[src/rtl/i2c_slv_pkg.sv]
package i2c_slv_pkg;
  typedef enum logic [2:0] {
    ST_IDLE,
    ST_ADDR,
    ST_ADDR_ACK,
    ST_WDATA,
    ST_WDATA_ACK,
    ST_RDATA,
    ST_RACK
  } slv_state_e;
endpackage

[src/rtl/i2c_line_sync.sv]
module i2c_line_sync #(
  parameter int SYNC_STAGES = 2
) (
  input  logic clk_i,
  input  logic rst_ni,
  input  logic line_i,
  output logic level_o,
  output logic rise_o,
  output logic fall_o
);
  // one extra stage holds the previous synchronised value for edge detection
  logic [SYNC_STAGES:0] q;

  always_ff @(posedge clk_i or negedge rst_ni) begin
    if (!rst_ni) q <= '1;
    else         q <= {q[SYNC_STAGES-1:0], line_i};
  end

  assign level_o = q[SYNC_STAGES-1];
  assign rise_o  = q[SYNC_STAGES-1] & ~q[SYNC_STAGES];
  assign fall_o  = ~q[SYNC_STAGES-1] & q[SYNC_STAGES];
endmodule

[src/rtl/i2c_stretch_ctrl.sv]
module i2c_stretch_ctrl #(
  parameter int WAIT_W = 4
) (
  input  logic              clk_i,
  input  logic              rst_ni,
  input  logic              trig_i,
  input  logic [WAIT_W-1:0] wait_i,
  output logic              hold_o
);
  logic [WAIT_W-1:0] cnt_q;
  logic              hold_q;

  always_ff @(posedge clk_i or negedge rst_ni) begin
    if (!rst_ni) begin
      hold_q <= 1'b0;
      cnt_q  <= '0;
    end else if (trig_i && wait_i != '0) begin
      hold_q <= 1'b1;
      cnt_q  <= wait_i - WAIT_W'(1);
    end else if (hold_q) begin
      if (cnt_q == '0) hold_q <= 1'b0;
      else             cnt_q  <= cnt_q - WAIT_W'(1);
    end
  end

  assign hold_o = hold_q;

  // a hold only begins when a non-zero wait was requested
  a_r7_hold_needs_wait: assert property (@(posedge clk_i) disable iff (!rst_ni)
    $rose(hold_q) |-> ($past(trig_i) && $past(wait_i) != '0));
  // an expired count releases SCL
  a_r7_hold_ends: assert property (@(posedge clk_i) disable iff (!rst_ni)
    (hold_q && cnt_q == '0 && !trig_i) |=> !hold_q);
endmodule

[src/rtl/i2c_reg_file.sv]
module i2c_reg_file #(
  parameter int REG_AW = 3,
  parameter int DATA_W = 8
) (
  input  logic              clk_i,
  input  logic              rst_ni,
  input  logic              we_i,
  input  logic [REG_AW-1:0] wsel_i,
  input  logic [DATA_W-1:0] wdata_i,
  input  logic [REG_AW-1:0] rsel_i,
  output logic [DATA_W-1:0] rdata_o,
  input  logic [REG_AW-1:0] dsel_i,
  output logic [DATA_W-1:0] ddata_o
);
  localparam int NREGS = 1 << REG_AW;

  logic [DATA_W-1:0] regs_q [NREGS];

  for (genvar g = 0; g < NREGS; g++) begin : g_reg
    always_ff @(posedge clk_i or negedge rst_ni) begin
      if (!rst_ni)                               regs_q[g] <= '0;
      else if (we_i && wsel_i == REG_AW'(g))     regs_q[g] <= wdata_i;
    end
  end

  assign rdata_o = regs_q[rsel_i];
  assign ddata_o = regs_q[dsel_i];

  // a committed byte lands in the selected register
  a_r4_commit_lands: assert property (@(posedge clk_i) disable iff (!rst_ni)
    we_i |=> regs_q[$past(wsel_i)] == $past(wdata_i));
endmodule

[src/rtl/i2c_slv_fsm.sv]
module i2c_slv_fsm
  import i2c_slv_pkg::*;
#(
  parameter int                  PREFIX_W = 4,
  parameter logic [PREFIX_W-1:0] PREFIX   = 4'hA,
  parameter int                  REG_AW   = 3,
  parameter int                  DATA_W   = 8
) (
  input  logic              clk_i,
  input  logic              rst_ni,
  input  logic              scl_s_i,
  input  logic              scl_rise_i,
  input  logic              scl_fall_i,
  input  logic              sda_s_i,
  input  logic              sda_rise_i,
  input  logic              sda_fall_i,
  output logic              sda_oe_o,
  output logic              stretch_o,
  output logic              we_o,
  output logic [REG_AW-1:0] wsel_o,
  output logic [DATA_W-1:0] wdata_o,
  output logic [REG_AW-1:0] rsel_o,
  input  logic [DATA_W-1:0] rdata_i
);
  localparam int CNT_W = $clog2(DATA_W + 1);
  localparam logic [CNT_W-1:0] FULL = CNT_W'(DATA_W);

  slv_state_e        state_q;
  logic [CNT_W-1:0]  bitcnt_q;
  logic [DATA_W-1:0] shreg_q;
  logic [REG_AW-1:0] sel_q;
  logic              rw_q, sda_oe_q, mack_q;

  logic start, stop, match, addr_done, wr_done;

  assign start     = sda_fall_i & scl_s_i;
  assign stop      = sda_rise_i & scl_s_i;
  assign match     = shreg_q[DATA_W-1 -: PREFIX_W] == PREFIX;
  assign addr_done = state_q == ST_ADDR  && scl_fall_i && bitcnt_q == FULL && !start && !stop;
  assign wr_done   = state_q == ST_WDATA && scl_fall_i && bitcnt_q == FULL && !start && !stop;

  always_ff @(posedge clk_i or negedge rst_ni) begin
    if (!rst_ni) begin
      state_q  <= ST_IDLE;
      bitcnt_q <= '0;
      shreg_q  <= '0;
      sel_q    <= '0;
      rw_q     <= 1'b0;
      sda_oe_q <= 1'b0;
      mack_q   <= 1'b0;
    end else if (start) begin
      state_q  <= ST_ADDR;
      bitcnt_q <= '0;
      sda_oe_q <= 1'b0;
    end else if (stop) begin
      state_q  <= ST_IDLE;
      sda_oe_q <= 1'b0;
    end else begin
      unique case (state_q)
        ST_ADDR, ST_WDATA: begin
          if (scl_rise_i && bitcnt_q != FULL) begin
            shreg_q  <= {shreg_q[DATA_W-2:0], sda_s_i};
            bitcnt_q <= bitcnt_q + CNT_W'(1);
          end else if (scl_fall_i && bitcnt_q == FULL) begin
            if (state_q == ST_WDATA) begin
              sda_oe_q <= 1'b1;
              state_q  <= ST_WDATA_ACK;
            end else if (match) begin
              sel_q    <= shreg_q[REG_AW:1];
              rw_q     <= shreg_q[0];
              sda_oe_q <= 1'b1;
              state_q  <= ST_ADDR_ACK;
            end else begin
              state_q  <= ST_IDLE;
            end
          end
        end
        ST_ADDR_ACK: begin
          if (scl_fall_i) begin
            bitcnt_q <= '0;
            if (rw_q) begin
              shreg_q  <= rdata_i;
              sda_oe_q <= ~rdata_i[DATA_W-1];
              bitcnt_q <= CNT_W'(1);
              state_q  <= ST_RDATA;
            end else begin
              sda_oe_q <= 1'b0;
              state_q  <= ST_WDATA;
            end
          end
        end
        ST_WDATA_ACK: begin
          if (scl_fall_i) begin
            sda_oe_q <= 1'b0;
            state_q  <= ST_IDLE;
          end
        end
        ST_RDATA: begin
          if (scl_fall_i) begin
            if (bitcnt_q == FULL) begin
              sda_oe_q <= 1'b0;
              state_q  <= ST_RACK;
            end else begin
              sda_oe_q <= ~shreg_q[DATA_W-2];
              shreg_q  <= {shreg_q[DATA_W-2:0], 1'b0};
              bitcnt_q <= bitcnt_q + CNT_W'(1);
            end
          end
        end
        ST_RACK: begin
          if (scl_rise_i) mack_q <= ~sda_s_i;
          else if (scl_fall_i) begin
            if (mack_q) begin
              shreg_q  <= rdata_i;
              sda_oe_q <= ~rdata_i[DATA_W-1];
              bitcnt_q <= CNT_W'(1);
              state_q  <= ST_RDATA;
            end else begin
              state_q  <= ST_IDLE;
            end
          end
        end
        default: ;
      endcase
    end
  end

  assign sda_oe_o  = sda_oe_q;
  assign stretch_o = (addr_done && match) || wr_done;
  assign we_o      = wr_done;
  assign wsel_o    = sel_q;
  assign wdata_o   = shreg_q;
  assign rsel_o    = sel_q;

  // START opens an address phase with SDA released
  a_r1_start_enters_addr: assert property (@(posedge clk_i) disable iff (!rst_ni)
    start |=> (state_q == ST_ADDR && !sda_oe_q));
  // STOP returns to idle with SDA released
  a_r1_stop_idles: assert property (@(posedge clk_i) disable iff (!rst_ni)
    (stop && !start) |=> (state_q == ST_IDLE && !sda_oe_q));
  // SDA is only pulled while SCL is low
  a_r5_pull_scl_low: assert property (@(posedge clk_i) disable iff (!rst_ni)
    $rose(sda_oe_q) |-> !$past(scl_s_i));
  // SDA is only released while SCL is low, or on a bus condition
  a_r5_release_scl_low: assert property (@(posedge clk_i) disable iff (!rst_ni)
    $fell(sda_oe_q) |-> (!$past(scl_s_i) || $past(start) || $past(stop)));
  // an address acknowledge requires a prefix match
  a_r3_ack_needs_prefix: assert property (@(posedge clk_i) disable iff (!rst_ni)
    ($rose(sda_oe_q) && $past(state_q) == ST_ADDR) |-> $past(shreg_q[DATA_W-1 -: PREFIX_W]) == PREFIX);
endmodule

[src/rtl/i2c_reg_slave.sv]
module i2c_reg_slave #(
  parameter logic [3:0] ADDR_PREFIX = 4'hA,
  parameter int         REG_AW      = 3,
  parameter int         DATA_W      = 8,
  parameter int         WAIT_W      = 4,
  parameter int         SYNC_STAGES = 2
) (
  input  logic              clk_i,
  input  logic              rst_ni,
  input  logic              scl_i,
  input  logic              sda_i,
  output logic              scl_oe_o,
  output logic              sda_oe_o,
  input  logic [WAIT_W-1:0] wait_cycles_i,
  input  logic [REG_AW-1:0] dbg_sel_i,
  output logic [DATA_W-1:0] dbg_data_o
);
  localparam int PREFIX_W = DATA_W - REG_AW - 1;

  logic scl_s, scl_rise, scl_fall;
  logic sda_s, sda_rise, sda_fall;
  logic stretch, we;
  logic [REG_AW-1:0] wsel, rsel;
  logic [DATA_W-1:0] wdata, rdata;

  i2c_line_sync #(.SYNC_STAGES(SYNC_STAGES)) u_scl_sync (
    .clk_i, .rst_ni, .line_i(scl_i),
    .level_o(scl_s), .rise_o(scl_rise), .fall_o(scl_fall)
  );

  i2c_line_sync #(.SYNC_STAGES(SYNC_STAGES)) u_sda_sync (
    .clk_i, .rst_ni, .line_i(sda_i),
    .level_o(sda_s), .rise_o(sda_rise), .fall_o(sda_fall)
  );

  i2c_slv_fsm #(
    .PREFIX_W(PREFIX_W),
    .PREFIX  (PREFIX_W'(ADDR_PREFIX)),
    .REG_AW  (REG_AW),
    .DATA_W  (DATA_W)
  ) u_fsm (
    .clk_i, .rst_ni,
    .scl_s_i(scl_s), .scl_rise_i(scl_rise), .scl_fall_i(scl_fall),
    .sda_s_i(sda_s), .sda_rise_i(sda_rise), .sda_fall_i(sda_fall),
    .sda_oe_o, .stretch_o(stretch), .we_o(we),
    .wsel_o(wsel), .wdata_o(wdata), .rsel_o(rsel), .rdata_i(rdata)
  );

  i2c_stretch_ctrl #(.WAIT_W(WAIT_W)) u_stretch (
    .clk_i, .rst_ni, .trig_i(stretch), .wait_i(wait_cycles_i), .hold_o(scl_oe_o)
  );

  i2c_reg_file #(.REG_AW(REG_AW), .DATA_W(DATA_W)) u_regs (
    .clk_i, .rst_ni,
    .we_i(we), .wsel_i(wsel), .wdata_i(wdata),
    .rsel_i(rsel), .rdata_o(rdata),
    .dsel_i(dbg_sel_i), .ddata_o(dbg_data_o)
  );
endmodule

[config.mk]
export PLATFORM = sky130hd
export DESIGN_NAME = i2c_reg_slave
export DESIGN_NICKNAME = d
export VERILOG_FILES = /design/src/rtl/i2c_slv_pkg.sv /design/src/rtl/i2c_line_sync.sv /design/src/rtl/i2c_stretch_ctrl.sv /design/src/rtl/i2c_reg_file.sv /design/src/rtl/i2c_slv_fsm.sv /design/src/rtl/i2c_reg_slave.sv
export SDC_FILE = /design/constraint.sdc
export NUM_CORES = 1
export LEC_CHECK = 0
export BUFFER_PORTS_ARGS = -buffer_cell sky130_fd_sc_hd__buf_4
export CAP_MARGIN = 5
export CORE_MARGIN = 1.5
export CORE_UTILIZATION = 55
export CTS_CLUSTER_DIAMETER = 120
export DETAILED_ROUTE_END_ITERATION = 10
export PLACE_DENSITY = 0.74
export SLEW_MARGIN = 20
export SYNTH_ARGS = -nofsm -noshare
export SYNTH_HDL_FRONTEND = slang
export SYNTH_SLANG_ARGS = --single-unit
[constraint.sdc]
create_clock -name clk_i -period 3 [get_ports clk_i]
set_input_delay 0.3 -clock clk_i [delete_from_list [all_inputs] [get_ports clk_i]]
set_output_delay 0.3 -clock clk_i [all_outputs]
set_load 0.01 [all_outputs]
# == After elaboration in Yosys (flattened, before gate mapping) ==
# Cells that the tools add are included.
# totals
wordCells,185
ff_bits,96
inputBits,11
output_inout_bits,10
# op_classes
n_bitwise,18
order_cmp,2
mux,62
eq_ne,43
reduce_logical,38
addsub,3
# ops
operator,count
8-bit 2-to-1 mux,12
8-bit binary-select mux with 3-bit select,2
4-bit 2-to-1 mux,12
3-bit 2-to-1 mux,13
8-bit case mux with 4 select lines,1
"4-bit by 1-bit != test with 1-bit output, second input constant",7
"3-bit equality test, second input constant",7
1-bit logical AND,20
1-bit 2-to-1 mux,18
9-bit AND reduction,2
"2-bit by 1-bit != test with 1-bit output, second input constant",8
4-bit case mux with 4 select lines,1
"3-bit by 1-bit != test with 1-bit output, second input constant",5
3-bit case mux with 5 select lines,1
"3-bit by 2-bit equality test with 1-bit output, second input constant",4
11-bit AND reduction,1
1-bit NOT,10
10-bit AND reduction,1
"4-bit equality test, second input constant",2
"4-bit greater-or-equal comparator, second input constant",2
"4-bit != test, second input constant",2
3-bit NOT with 4-bit output,2
4-bit nonzero test,2
"4-bit by 1-bit subtractor with 4-bit output, second input constant",2
other kinds (21),29

# == Longest topological paths before layout ==
# depth
word_depth,11
ltp_mapped,11
mapped_depth_nobuf,10

# == Cells and area by module ==
# Synthesis repeated with hierarchy kept, for this count alone.
# unflattened
cells_unflattened,397
area_unflattened_um2,5479.0
# modules_own_cells
module,area_each_um2,n_inst,seq_area_each_um2,cells_per_inst
i2c_reg_file,3539.6,1,1601.5,201
i2c_slv_fsm,1411.4,1,525.5,150
i2c_stretch_ctrl,340.3,1,125.1,36
i2c_line_sync,93.8,2,78.8,5

# == Worst setup path after synthesis ==
# Ideal clock, no wire load.
# synth_path
kind,register to register
from,reg u_fsm.shreg_q[7] (netlist: u_fsm.wdata_o[7])
to,reg u_stretch.cnt_q[2]
setup_slack_ns,0.733
setup_ns,0.148
stages_incl_launch_ff,10
synth_period_minus_slack_ns,2.267
arrival_ns,2.119
n_path_buf,1
required_time_ns,2.852
cell_sequence,dfrtp_1 clkbuf_1 nor4bb_1 o2111ai_1 o21bai_1 mux2i_1 ha_1 nor3b_1 a21oi_1 a21oi_1
# synth_between
elab_chain_len,6
word_cells_on_any_way,8
classes_between,eq/ne: 2; mux: 1; reduce/logical: 5
# synth_rtl
item,line_no,rtl
start: declaration,i2c_slv_fsm.sv:30,logic [DATA_W-1:0] shreg_q;
start signal: assignment,i2c_slv_fsm.sv:62,"shreg_q <= {shreg_q[DATA_W-2:0], sda_s_i};"
start signal: assignment,i2c_slv_fsm.sv:82,shreg_q <= rdata_i;
start signal: assignment,i2c_slv_fsm.sv:105,"shreg_q <= {shreg_q[DATA_W-2:0], 1'b0};"
4-bit equality test *,i2c_slv_fsm.sv:38,assign match = shreg_q[DATA_W-1 -: PREFIX_W] == PREFIX;
1-bit logical AND *,i2c_slv_fsm.sv:129,assign stretch_o = (addr_done && match) || wr_done;
1-bit logical OR *,i2c_slv_fsm.sv:129,
1-bit logical AND *,i2c_stretch_ctrl.sv:17,end else if (trig_i && wait_i != '0) begin
2-bit by 1-bit != test with 1-bit output (no source line) or 2-bit nonzero test (tied branches),--,
2-bit AND reduction (no source line),--,
end signal: assignment,i2c_stretch_ctrl.sv:19,cnt_q <= wait_i - WAIT_W'(1);
end signal: assignment,i2c_stretch_ctrl.sv:22,else cnt_q <= cnt_q - WAIT_W'(1);
end: declaration,i2c_stretch_ctrl.sv:10,logic [WAIT_W-1:0] cnt_q;
# Every way passes the cells marked *; elsewhere a longest branch is shown, timed or not.
# A chain may end at the register's enable or synchronous reset.

# == Final worst setup path ==
# Same ends and word-level chain as after synthesis.

==> results.md <==
- Fin. Hold Viols: 0
- Placed inst area: 5370 sq um
- CTS tree: built
- Synth warnings: 0
- Tcrit/Tclk final: 0.883
- Static Leakage: 2.55 nW
- Synth unique cells: 44
- Gr ovfl total: 0
- Worst Hold Slack: approximately 0.035 ns
- Row count: 34
- Setup Skew: 0.00778 ns
- Final Cell Area: 5600 sq um
- Dpl ws: 0.447 ns
- Dominant cell type by area after synthesis: dfrtp_1
- Final number of setup-violating endpoints: 0
- Mapped Cells: a little under 400
- Final nets: 429
- Min-Delay Path Class: in2reg
- Vias in the first global route: 3564
- ANT nets after route: 0
- Synth Net Count: 408
- Worst Tran Pin Value: 0.767 ns
- Clock Sinks: 96
- Pin count of the biggest net entering global routing: 50
- Skew-Pair Late Insertion Delay: ~0.37 ns
- RSZ-0062 raised after global routing: no
- GRT Total Usage: 0.251
- DP HPWL: 7.47 mm
- CTS H-tree depth: 3
- Failing checks: design-rule violations
- Top cells by area, synth: dfrtp_1 44%, mux2_2 18%, mux4_2 14%
- Max_cap viols: 0
- First DRT Iteration DRCs: 132
- Area Overhead vs Synth: 10.5%
- Most common flop cell mapped by yosys: dfrtp_1
- WL final: around 11 mm
- Ports: 21
- Core area: 8810 sq um
- Initial Utilization: 0.576
- Setup tns final: 0 ns
- FFs w/ async S/R, synth: 1.00
- First-pass GRT wire length: 18.6 mm
- Crit path buf inv count: 0
- Nature of the critical path endpoint: register
- Syn Area/Cell: 12.9 sq um
- Share of post-route cells with drive strength above 1: 0.417
- Most used cell, CP: a21oi_1
- Fin worst setup slack: 0.352 ns
- Top-area cell type share of the netlist area: 0.444
- Die height: 99.0 um
- Detailed-route via count: 3400
- # diodes: 0
- Critical path cell sequence: nor4bb_1, o2111ai_1, o21bai_1, mux2i_1, ha_1, nor3b_1, a21oi_1, a21oi_1
- Setup bufs post-CTS: 0
- Die ar.: 9800 sq um
- Pwr dens: between 500 and 600 nW/um^2
- Die W: 99.0 um
- CTS max path bufs: 2
- Worst-path clk slew: 0.09 ns
- IO buf count: 20
- CTS Buf Count: 9
- Top achievable clock speed: 378 MHz
- CP max stage cell: dfrtp_1
- Gpl congestion: 0.823
- Initial antenna violation count: 0
- Worst Path Required: 3.23 ns
- Rel. slew slack: 0.484
- Final core occ: 0.636
- Drt first pass iters: 7
- Root Buffer: clkbuf_8
- Sequential share of the synthesized area: 0.475
- # DRC: 3
- Period minus WS final: ~2.6 ns
- Drt wl/cell: 21.1 um
- Via/cell ratio: between 6 and 7
- Maximum fanout along the worst path: 10
- Arrival @ worst endpoint: 2.87 ns
- Startpoint types: register
- Post-synth EDFFs: 0
- Status: finished with violations
- Filler Cell Count: between 600 and 700
- Critical path's top delay family: compound AO/OA/AOI/OAI gates
- Class of the most critical setup path: reg2reg
- FF+latch count, synth: 96
- Mapped Area: 5070 sq um
- VDD IR max: between 0.0003 and 0.0004 V
- Final Max Tran Viols: 0
- Worst path max stage delay: 0.56 ns
==> what timing repair did <==
item	4_1_cts	5_1_grt
gates resized for setup	0	0
endpoints found under the hold margin	44	0
hold buffers	1	0
==> sequential cells by signal, summed over array words and instances, names as in the netlist, 3 cells and up <==
register         flops
u_fsm.bitcnt_q       4
u_regs.regs_q       64
u_fsm.wdata_o        8
u_fsm.state_q        3
u_fsm.rsel_o         3
u_sda_sync.q         3
u_stretch.cnt_q      4
u_scl_sync.q         3
==> final timing paths <==
kind / cells after the start / to / slack (ns) / start
worst max-delay path: 8 / u_stretch.cnt_q[2] / 0.35 / u_fsm.wdata_o[7]
worst min-delay path: 1 / u_scl_sync.q[0] / 0.04 / scl_i
worst max register to register: 8 / u_stretch.cnt_q[2] / 0.35 / u_fsm.wdata_o[7]
worst min register to register: 0 / u_sda_sync.q[1] / 0.36 / u_sda_sync.q[0]
max in group asynchronous: 3 / u_sda_sync.q[2] / 1.71 / rst_ni
min in group asynchronous: 2 / u_stretch.hold_o / 0.48 / rst_ni
==> cell usage in the layout (no fill, tap or decap), types with 3 or more instances in the layout <==
cell / n
dfrtp_1: 90
inv_1: 8
nor2_1: 18
nand2_1: 27
mux2i_1: 5
clkbuf_8: 11
a21oi_1: 14
mux2_2: 80
o2111ai_1: 3
o21ai_0: 13
dfstp_2: 6
nor4_2: 3
xor2_1: 3
a31oi_1: 7
ha_1: 3
mux4_2: 32
nor2b_1: 6
nand3_1: 7
buf_4: 36
nand4_1: 5
nor3_1: 3
nand2b_1: 5
==> synthesized netlist by cell type, types with 3 or more instances <==
library cell  number
dfrtp_1           90
mux2_2            80
mux4_2            32
nand2_1           27
clkbuf_1          23
nor2_1            18
a21oi_1           14
o21ai_0           13
inv_1              8
a31oi_1            7
nand3_1            7
dfstp_2            6
nor2b_1            6
mux2i_1            5
nand2b_1           5
nand4_1            5
ha_1               3
nor3_1             3
nor4_2             3
o2111ai_1          3
xor2_1             3
==> per-layer routing <==
metal	vias up	global-route usage	routed length [um]
met4	0	0.0846	201
met1	1788	0.317	4770
li1	1517	-	-
met2	74	0.429	5780
met3	21	0.0582	370
met5	-	0	0
==> through the flow <==
step           instances  power [mW]
2_1_floorplan        394        2.12
3_3_place_gp         511        2.29
3_5_place_dp         511        2.32
4_1_cts              528        3.26
5_1_grt              528        3.42
6_report             528        3.23
==> power breakdown <==
part / switching, mW / total [mW] / internal, mW
clock network: 0.483 / 0.932 / 0.449
registers: 0.255 / 1.67 / 1.42
logic: 0.350 / 0.631 / 0.281
==> cell families after synthesis <==
kind of cell	synth area share
AOI/OAI and AO/OA	0.0666
xor gates and xnor gates	0.00518
adders and majority gates	0.00740
buffers and inverters	0.0271
DFF	0.475
muxes	0.330
and+or+nand+nor	0.0886
==> cell type report <==
cell class                 instances  area (sq um)  share of cell area
multi-input combinational        262          2520               0.450
sequential                        96          2410               0.430
timing repair buffer              37           280              0.0500
clock buffer                      11           151              0.0270
tap                              108           135              0.0241
clock inverter                     5          70.1              0.0125
inverter                           9          33.8             0.00603
Note: power is estimated with default switching activity, not from simulation.
